File: src/rtl/pwr_mode_pkg.sv
package pwr_mode_pkg;

  typedef enum logic [1:0] {
    PM_RUN   = 2'd0,
    PM_IDLE  = 2'd1,
    PM_STBY  = 2'd2,
    PM_WAKE  = 2'd3
  } pm_state_t;

  typedef struct packed {
    logic cpu;
    logic per;
    logic osc;
  } pm_enables_t;

  // Clock and oscillator enables implied by each state.
  function automatic pm_enables_t pm_enables(input pm_state_t s);
    pm_enables_t e;
    case (s)
      PM_RUN:  e = '{cpu: 1'b1, per: 1'b1, osc: 1'b1};
      PM_IDLE: e = '{cpu: 1'b0, per: 1'b1, osc: 1'b1};
      PM_WAKE: e = '{cpu: 1'b0, per: 1'b0, osc: 1'b1};
      default: e = '{cpu: 1'b0, per: 1'b0, osc: 1'b0};
    endcase
    return e;
  endfunction

  // Next-state rule. Forced standby first, then wake events, then requests.
  function automatic pm_state_t pm_next(input pm_state_t s,
                                        input logic force_stby,
                                        input logic wake_ok,
                                        input logic req_idle,
                                        input logic req_stby,
                                        input logic settle_done);
    pm_state_t n;
    n = s;
    if (force_stby) begin
      n = PM_STBY;
    end else begin
      case (s)
        PM_RUN: begin
          if (!wake_ok) begin
            if (req_stby)      n = PM_STBY;
            else if (req_idle) n = PM_IDLE;
          end
        end
        PM_IDLE: if (wake_ok)     n = PM_RUN;
        PM_STBY: if (wake_ok)     n = PM_WAKE;
        PM_WAKE: if (settle_done) n = PM_RUN;
        default: n = PM_RUN;
      endcase
    end
    return n;
  endfunction

endpackage

File: src/rtl/pwr_sense_qual.sv
module pwr_sense_qual #(
  parameter int WAKE_W = 4
) (
  input  logic [WAKE_W-1:0] wake_evt,
  input  logic [WAKE_W-1:0] wake_mask,
  input  logic              batt_good,
  input  logic              ext_supply,
  input  logic              pwr_fail,
  input  logic              batt_swap,
  output logic              wake_ok,
  output logic              force_stby
);

  logic [WAKE_W-1:0] evt_enabled;
  logic              any_evt;
  logic              supply_ok;

  // Keep only the wake lines that software has enabled.
  for (genvar i = 0; i < WAKE_W; i++) begin : g_mask
    assign evt_enabled[i] = wake_evt[i] & wake_mask[i];
  end

  assign any_evt    = |evt_enabled;
  assign supply_ok  = batt_good | ext_supply;
  assign wake_ok    = any_evt & supply_ok;
  assign force_stby = pwr_fail | batt_swap;

endmodule

File: src/rtl/osc_settle_timer.sv
module osc_settle_timer #(
  parameter int CNT_W = 16
) (
  input  logic             clk,
  input  logic             rst_n,
  input  logic             in_wake,
  input  logic             osc_ready,
  input  logic [CNT_W-1:0] settle_cycles,
  output logic             settle_done
);

  localparam logic [CNT_W-1:0] CNT_MAX = {CNT_W{1'b1}};

  logic [CNT_W-1:0] cnt_q;

  function automatic logic [CNT_W-1:0] sat_inc(input logic [CNT_W-1:0] v);
    return (v == CNT_MAX) ? v : v + 1'b1;
  endfunction

  always_ff @(posedge clk or negedge rst_n) begin
    if (!rst_n)       cnt_q <= '0;
    else if (in_wake) cnt_q <= sat_inc(cnt_q);
    else              cnt_q <= '0;
  end

  assign settle_done = in_wake & (osc_ready | (cnt_q == settle_cycles));

  // Each restart phase starts counting from zero.
  assert_cnt_clear_R8: assert property (@(posedge clk) disable iff (!rst_n)
    !in_wake |=> cnt_q == '0);

  // While the restart phase lasts, the counter advances by one each cycle
  // until it saturates.
  assert_cnt_step_R8: assert property (@(posedge clk) disable iff (!rst_n)
    (in_wake && $past(in_wake) && $past(cnt_q) != CNT_MAX) |->
      cnt_q == $past(cnt_q) + 1'b1);

endmodule

File: src/rtl/pwr_mode_fsm.sv
module pwr_mode_fsm
  import pwr_mode_pkg::*;
(
  input  logic      clk,
  input  logic      rst_n,
  input  logic      force_stby,
  input  logic      wake_ok,
  input  logic      req_idle,
  input  logic      req_stby,
  input  logic      settle_done,
  output pm_state_t state_q
);

  pm_state_t state_d;

  always_comb state_d = pm_next(state_q, force_stby, wake_ok,
                                req_idle, req_stby, settle_done);

  always_ff @(posedge clk or negedge rst_n) begin
    if (!rst_n) state_q <= PM_RUN;
    else        state_q <= state_d;
  end

  assert_force_stby_R10: assert property (@(posedge clk) disable iff (!rst_n)
    force_stby |=> state_q == PM_STBY);

  assert_idle_wake_R3: assert property (@(posedge clk) disable iff (!rst_n)
    (state_q == PM_IDLE && wake_ok && !force_stby) |=> state_q == PM_RUN);

  assert_req_blocked_R6: assert property (@(posedge clk) disable iff (!rst_n)
    (state_q == PM_RUN && wake_ok && !force_stby) |=> state_q == PM_RUN);

  assert_stby_exit_R7: assert property (@(posedge clk) disable iff (!rst_n)
    state_q == PM_STBY |=> (state_q == PM_STBY || state_q == PM_WAKE));

  assert_wake_to_run_R8: assert property (@(posedge clk) disable iff (!rst_n)
    (state_q == PM_WAKE && settle_done && !force_stby) |=> state_q == PM_RUN);

endmodule

File: src/rtl/pwr_mode_ctrl.sv
module pwr_mode_ctrl
  import pwr_mode_pkg::*;
#(
  parameter int WAKE_W = 4,
  parameter int CNT_W  = 16
) (
  input  logic              clk,
  input  logic              rst_n,
  input  logic              sw_idle_req,
  input  logic              sw_stby_req,
  input  logic [WAKE_W-1:0] wake_evt,
  input  logic [WAKE_W-1:0] wake_mask,
  input  logic              batt_good,
  input  logic              ext_supply,
  input  logic              pwr_fail,
  input  logic              batt_swap,
  input  logic              osc_ready,
  input  logic [CNT_W-1:0]  settle_cycles,
  output logic              cpu_clk_en,
  output logic              per_clk_en,
  output logic              osc_en,
  output logic [1:0]        mode_code
);

  // Internal events, named so that assertions can watch them.
  logic        wake_ok;
  logic        force_stby;
  logic        settle_done;
  logic        in_wake;
  pm_state_t   state_q;
  pm_enables_t en;

  pwr_sense_qual #(.WAKE_W(WAKE_W)) u_qual (
    .wake_evt   (wake_evt),
    .wake_mask  (wake_mask),
    .batt_good  (batt_good),
    .ext_supply (ext_supply),
    .pwr_fail   (pwr_fail),
    .batt_swap  (batt_swap),
    .wake_ok    (wake_ok),
    .force_stby (force_stby)
  );

  assign in_wake = (state_q == PM_WAKE);

  osc_settle_timer #(.CNT_W(CNT_W)) u_timer (
    .clk           (clk),
    .rst_n         (rst_n),
    .in_wake       (in_wake),
    .osc_ready     (osc_ready),
    .settle_cycles (settle_cycles),
    .settle_done   (settle_done)
  );

  pwr_mode_fsm u_fsm (
    .clk         (clk),
    .rst_n       (rst_n),
    .force_stby  (force_stby),
    .wake_ok     (wake_ok),
    .req_idle    (sw_idle_req),
    .req_stby    (sw_stby_req),
    .settle_done (settle_done),
    .state_q     (state_q)
  );

  assign en         = pm_enables(state_q);
  assign cpu_clk_en = en.cpu;
  assign per_clk_en = en.per;
  assign osc_en     = en.osc;
  assign mode_code  = state_q;

  // The processor clock never turns on unless the oscillator was already on.
  assert_osc_before_clk_R8: assert property (@(posedge clk) disable iff (!rst_n)
    $rose(cpu_clk_en) |-> $past(osc_en));

  // With no usable supply, standby is held whatever the wake lines do.
  assert_wake_gated_R9: assert property (@(posedge clk) disable iff (!rst_n)
    (mode_code == 2'd2 && !batt_good && !ext_supply) |=> mode_code == 2'd2);

  // No clock may run while the oscillator is stopped.
  assert_clk_needs_osc_R4: assert property (@(posedge clk) disable iff (!rst_n)
    !osc_en |-> (!cpu_clk_en && !per_clk_en));

endmodule

File: config.mk
export PLATFORM = sky130hd
export DESIGN_NAME = pwr_mode_ctrl
export DESIGN_NICKNAME = d
export VERILOG_FILES = /design/src/rtl/pwr_mode_pkg.sv /design/src/rtl/pwr_sense_qual.sv /design/src/rtl/osc_settle_timer.sv /design/src/rtl/pwr_mode_fsm.sv /design/src/rtl/pwr_mode_ctrl.sv
export SDC_FILE = /design/constraint.sdc
export NUM_CORES = 1
export LEC_CHECK = 0
export BUFFER_PORTS_ARGS = -buffer_cell sky130_fd_sc_hd__buf_2
export CAP_MARGIN = 20
export CORE_MARGIN = 1.5
export CORE_UTILIZATION = 51
export DETAILED_ROUTE_END_ITERATION = 16
export PLACE_DENSITY_LB_ADDON = 0.12
export SLEW_MARGIN = 20
export SYNTH_ARGS = -nofsm -noshare
export SYNTH_HDL_FRONTEND = slang
export SYNTH_SLANG_ARGS = --single-unit
File: constraint.sdc
create_clock -name clk -period 2 [get_ports clk]
set_clock_uncertainty 0.1 [all_clocks]
set_input_delay 0 -clock clk [delete_from_list [all_inputs] [get_ports clk]]
set_output_delay 0 -clock clk [all_outputs]
set_load 0.02 [all_outputs]
After elaboration in Yosys (flattened, before gate mapping) --
Cells that the tools add are included.
Storage, ports and cells: bits in registers 18, latch bits 0, memory bits (writable) 0, memory bits (read-only) 0, bits of input ports 33, memories kept 0
Cells by class: add/subtract/negate cells 1, multiply operators 0, divide/modulo/power cells 0, magnitude comparators 0, equality and inequality tests 11, shift operators 0, multiplexer cells 11, bitwise logic cells 9, reductions and logical operators 3
Operator list (count):
- $mux W16 | 2
- $add A16 B1 Y16 const B | 1
- $eq A16 B16 Y1 | 1
- $eq A16 B16 Y1 const B | 1
- $mux W2 | 7
- $pmux W3 S3 | 1
- $pmux W2 S4 | 1
- $and A1 B1 Y1 | 6
- $ne A3 B2 Y1 const B | 2
- $ne A3 B3 Y1 const B | 2
- $reduce_and A5 Y1 | 1
- $eq A2 B2 Y1 const B | 2
- $ne A4 B4 Y1 const B | 1
- $reduce_or A4 Y1 | 1
- $or A1 B1 Y1 | 3
- $eq A2 B1 Y1 const B | 1
- $logic_not A2 Y1 | 1
- $ne A2 B2 Y1 const B | 1

Longest topological paths before layout --
depth after elaboration 6, mapped depth 5

By module --
A second synthesis with hierarchy kept.
Unflattened totals: cell total of the unflattened synthesis 136, area total of the unflattened synthesis 1221.2 µm²
Modules (own cells, without submodules):
- osc_settle_timer | times used 1, cells each 117, area an instance 1076.0 µm²
- pwr_mode_fsm | times used 1, cells each 10, area an instance 95.1 µm²
- pwr_sense_qual | times used 1, cells each 5, area an instance 30.0 µm²
- pwr_mode_ctrl | times used 1, cells each 4, area an instance 20.0 µm²

Least setup slack after synthesis --
OpenSTA, ideal clock, no wires.
path kind register to register, start point reg u_timer.cnt_q[9], end point reg u_timer.cnt_q[14], setup time 0.140 ns, arrival 1.546 ns, path slack 0.215 ns, cell stages (with the launch flop) 5, period minus slack after synthesis 1.785 ns, path through dfrtp_1 -> nand3_1 -> or4_4 -> o311ai_0 -> o41ai_1
On the way: longest elaborated chain between the ends 3
RTL lines:
- start, declared | RTL line osc_settle_timer.sv:14 | logic [CNT_W-1:0] cnt_q;
- start signal, assigned | RTL line osc_settle_timer.sv:22 | else if (in_wake) cnt_q <= sat_inc(cnt_q);
- $add A16 B1 Y16 | RTL line osc_settle_timer.sv:17 | return (v == CNT_MAX) ? v : v + 1'b1;
- $mux W16 | RTL line osc_settle_timer.sv:17
- $mux W16 | RTL line osc_settle_timer.sv:22
Parallel ways exist; a longest one is shown, timed or not. The select of a mux whose other input is x is not followed. A chain may end at the register's enable or synchronous reset.

Final worst setup path --
start point reg u_timer.cnt_q[0], end point reg u_timer.cnt_q[14]
Same word-level chain as after synthesis.

==> flow_metrics.env <==
export IMPL_status="finished clean"
export IMPL_stdcell_count=214
export IMPL_path_clk_slew_ns=0.10
export IMPL_die_x_um=52.4
export IMPL_grt_max_degree=19
export IMPL_routed_wl_um=3280
export IMPL_reg2reg_from="u_timer.cnt_q[0]"
export IMPL_final_common_cell="buf_2"
export IMPL_grt_ovfl_total=0
export IMPL_slowest_stage="or4_4"
export IMPL_power_density_nw_per_um2=414
export IMPL_r2r_cells=5
export IMPL_drtIter0Drc=50
export IMPL_cts_buffers=3
export IMPL_die_area_um2=2750
export IMPL_start_kind="flop"
export IMPL_worstSkewPairLatency_ns=0.29
export IMPL_postLayoutCellArea_um2=1600
export IMPL_ctsHtreeMaxLevel=1
export IMPL_synth_distinct_cells=43
export IMPL_max_freq_ghz=0.522
export IMPL_crit_path_max_incr_delay_ns=0.46
export IMPL_grt_pass1_vias=1161
export IMPL_grt_pass1_wl_um=5050
export IMPL_synth_seq_area_share=0.361
export IMPL_crit_chain="ha_2 -> nand2_2 -> or4_4 -> o311ai_0 -> o41ai_1"
export IMPL_layout_worst_path_cycle_share=0.958
export IMPL_coreArea_um2=2250
export IMPL_cp_top_family="simple AND/OR/NAND/NOR gates"
export IMPL_drcViolationCount=0
export IMPL_rsz0062_at_grt="no"
export IMPL_clock_sinks=18
export IMPL_grt_usage=0.256
export IMPL_syn_cell_area_um2=1250
export IMPL_nets=222
export IMPL_holdCritPathClass="in -> reg"
export IMPL_yosys_area_top_type_share=0.361
export IMPL_synth_edff_count=0
export IMPL_drtPass1Iterations=4
export IMPL_min_period_ns=1.92
export IMPL_yosysWarnings=0
export IMPL_vias=1293
export IMPL_ys_top_cells_by_area="dfrtp_1, xnor2_1, nand2_1, a21oi_1, mux2i_1"
export IMPL_endpoint_kind="flop"
export IMPL_avgSynthCellArea_um2=9.30
export IMPL_required_ns=2.07
export IMPL_tightest_slew_ns=0.495
export IMPL_diodes=0
export IMPL_syn_to_final_growth_pct=28.0
export IMPL_setup_viol_count_final=0
export IMPL_cts_tree="done"
export IMPL_syn_inst=134
export IMPL_std_cell_rows=17
export IMPL_finalHoldViolCount=0
export IMPL_viasPerCell=6.04
export IMPL_whs_endpoint="u_fsm.state_q[0]"
export IMPL_ant_nets=0
export IMPL_placed_cells=206
export IMPL_die_h_um=52.4
export IMPL_fill_cells=187
export IMPL_peakVddDrop_mv=0.362
export IMPL_postSynth_asyncResetShare=1.00
export IMPL_place_congestion=0.893
export IMPL_min_from="settle_cycles[5]"
export IMPL_synth_seq_cells=18
export IMPL_hpwl_um=2430
export IMPL_yosysTopAreaCell="dfrtp_1"
export IMPL_drv_slew=0
export IMPL_final_util=0.708
export IMPL_initial_core_util=0.553
export IMPL_port_buffers=37
export IMPL_wl_per_cell_um=15.3
export IMPL_antenna_found_initial=0
export IMPL_drive_above_1_share=0.328
export IMPL_ys_flop_type="dfrtp_1"
export IMPL_worstSetupPathType="reg -> reg"
export IMPL_cts_root_buf="clkbuf_4"
export IMPL_postCtsSetupBuffers=0
export IMPL_maxCapViolations=0
export IMPL_worstPathArrival_ns=1.98
export IMPL_min_path_cells=5
export IMPL_mostFrequentLayoutCells="buf_2, dfrtp_1, xnor2_1"
export IMPL_tns_ns=0
export IMPL_maxSlewHeadroom=0.669
export IMPL_critPathMaxFanout=9
export IMPL_pin_count=38
export IMPL_r2r_end="u_timer.cnt_q[14]"
export IMPL_cp_num_buf_inv=0
export IMPL_ff2ff_setup_slack_ns=0.08
export IMPL_clockBufferDepth=2
export IMPL_syn_nets=168
export IMPL_postPlaceCellArea_um2=1520
export IMPL_power_total_w=0.000661
export IMPL_p_leak_nw=0.660
stage by stage:
| step | setup slack (ns) | hold WS, ns |
|---|---|---|
| floorplan | 0.215 | -0.396 |
| global placement | 0.150 | -0.143 |
| detailed placement | 0.0761 | -0.141 |
| CTS | 0.0489 | 0.000496 |
| global route | 0.0118 | 0.0847 |
| finish | 0.0837 | 0.0745 |
state kept, by name (all words and copies together) (netlist names):
register	flops
u_fsm.state_q	2
u_timer.cnt_q	16
worst register-to-register path, delay by kind of cell, from the launching register on:
family                   cells  cell delay [ns]
AND/OR/NAND/NOR              2             0.58
AO/OA/AOI/OAI                2             0.45
flip-flops                   1             0.44
adder cells (fa/ha/maj)      1             0.23
report_power, final:
part,leakage (nW),switching (W),internal [W]
clock network,0.0138,0.000111,0.0000701
registers,0.245,0.00000506,0.000367
logic,0.401,0.0000530,0.0000550
cells in the mapped netlist (4+ instances only):
master and n:
dfrtp_1 18, xnor2_1 16, nand2_1 11, a21oi_1 8, nor2_1 7, o21ai_0 7
nand4_1 5, mux2i_1 4, nor3_1 4, o311ai_0 4, o41ai_1 4
layout make-up:
type / count / area, um2 / area share
tap: 28 / 35.0 / 0.0220
clock buffer: 3 / 22.5 / 0.0141
timing repair buffer: 52 / 310 / 0.195
multi-input combinational: 110 / 766 / 0.480
sequential: 18 / 450 / 0.282
inverter: 3 / 11.3 / 0.00706
cells by family after synthesis:
| kind of cell | Yosys count | synth area share |
|---|---|---|
| compound gates | 36 | 0.205 |
| buf+inv | 6 | 0.0261 |
| simple gates | 53 | 0.253 |
| flops | 18 | 0.361 |
| fa+ha+maj | 1 | 0.0100 |
| xor+xnor | 16 | 0.112 |
| mux | 4 | 0.0321 |
how the worst max path moves through the flow:
stage	startpoint	depth (start not counted)	slack (ns)	to
global route	u_timer.cnt_q[0]	5	0.01	u_timer.cnt_q[10]
global placement	u_timer.cnt_q[0]	5	0.15	u_timer.cnt_q[10]
CTS	u_timer.cnt_q[0]	5	0.05	u_timer.cnt_q[10]
finish	u_timer.cnt_q[0]	5	0.08	u_timer.cnt_q[14]
detailed placement	u_timer.cnt_q[0]	5	0.08	u_timer.cnt_q[10]
floorplan	u_timer.cnt_q[9]	4	0.21	u_timer.cnt_q[14]
routing by layer:
metal  track usage  part of all wire  routed length, um
met1         0.321              0.44               1430
met2         0.419              0.47               1530
met4         0.137             0.027                 90
met5             0                 0                  0
met3        0.0429             0.070                229
timing repair:
item                                    4_1_cts  5_1_grt
endpoints found under the hold margin        20        1
hold buffers                                  4        1
gates resized for setup                       0        2
endpoints found under the setup margin        0        2
No activity file was read; power rests on OpenSTA's default activity.
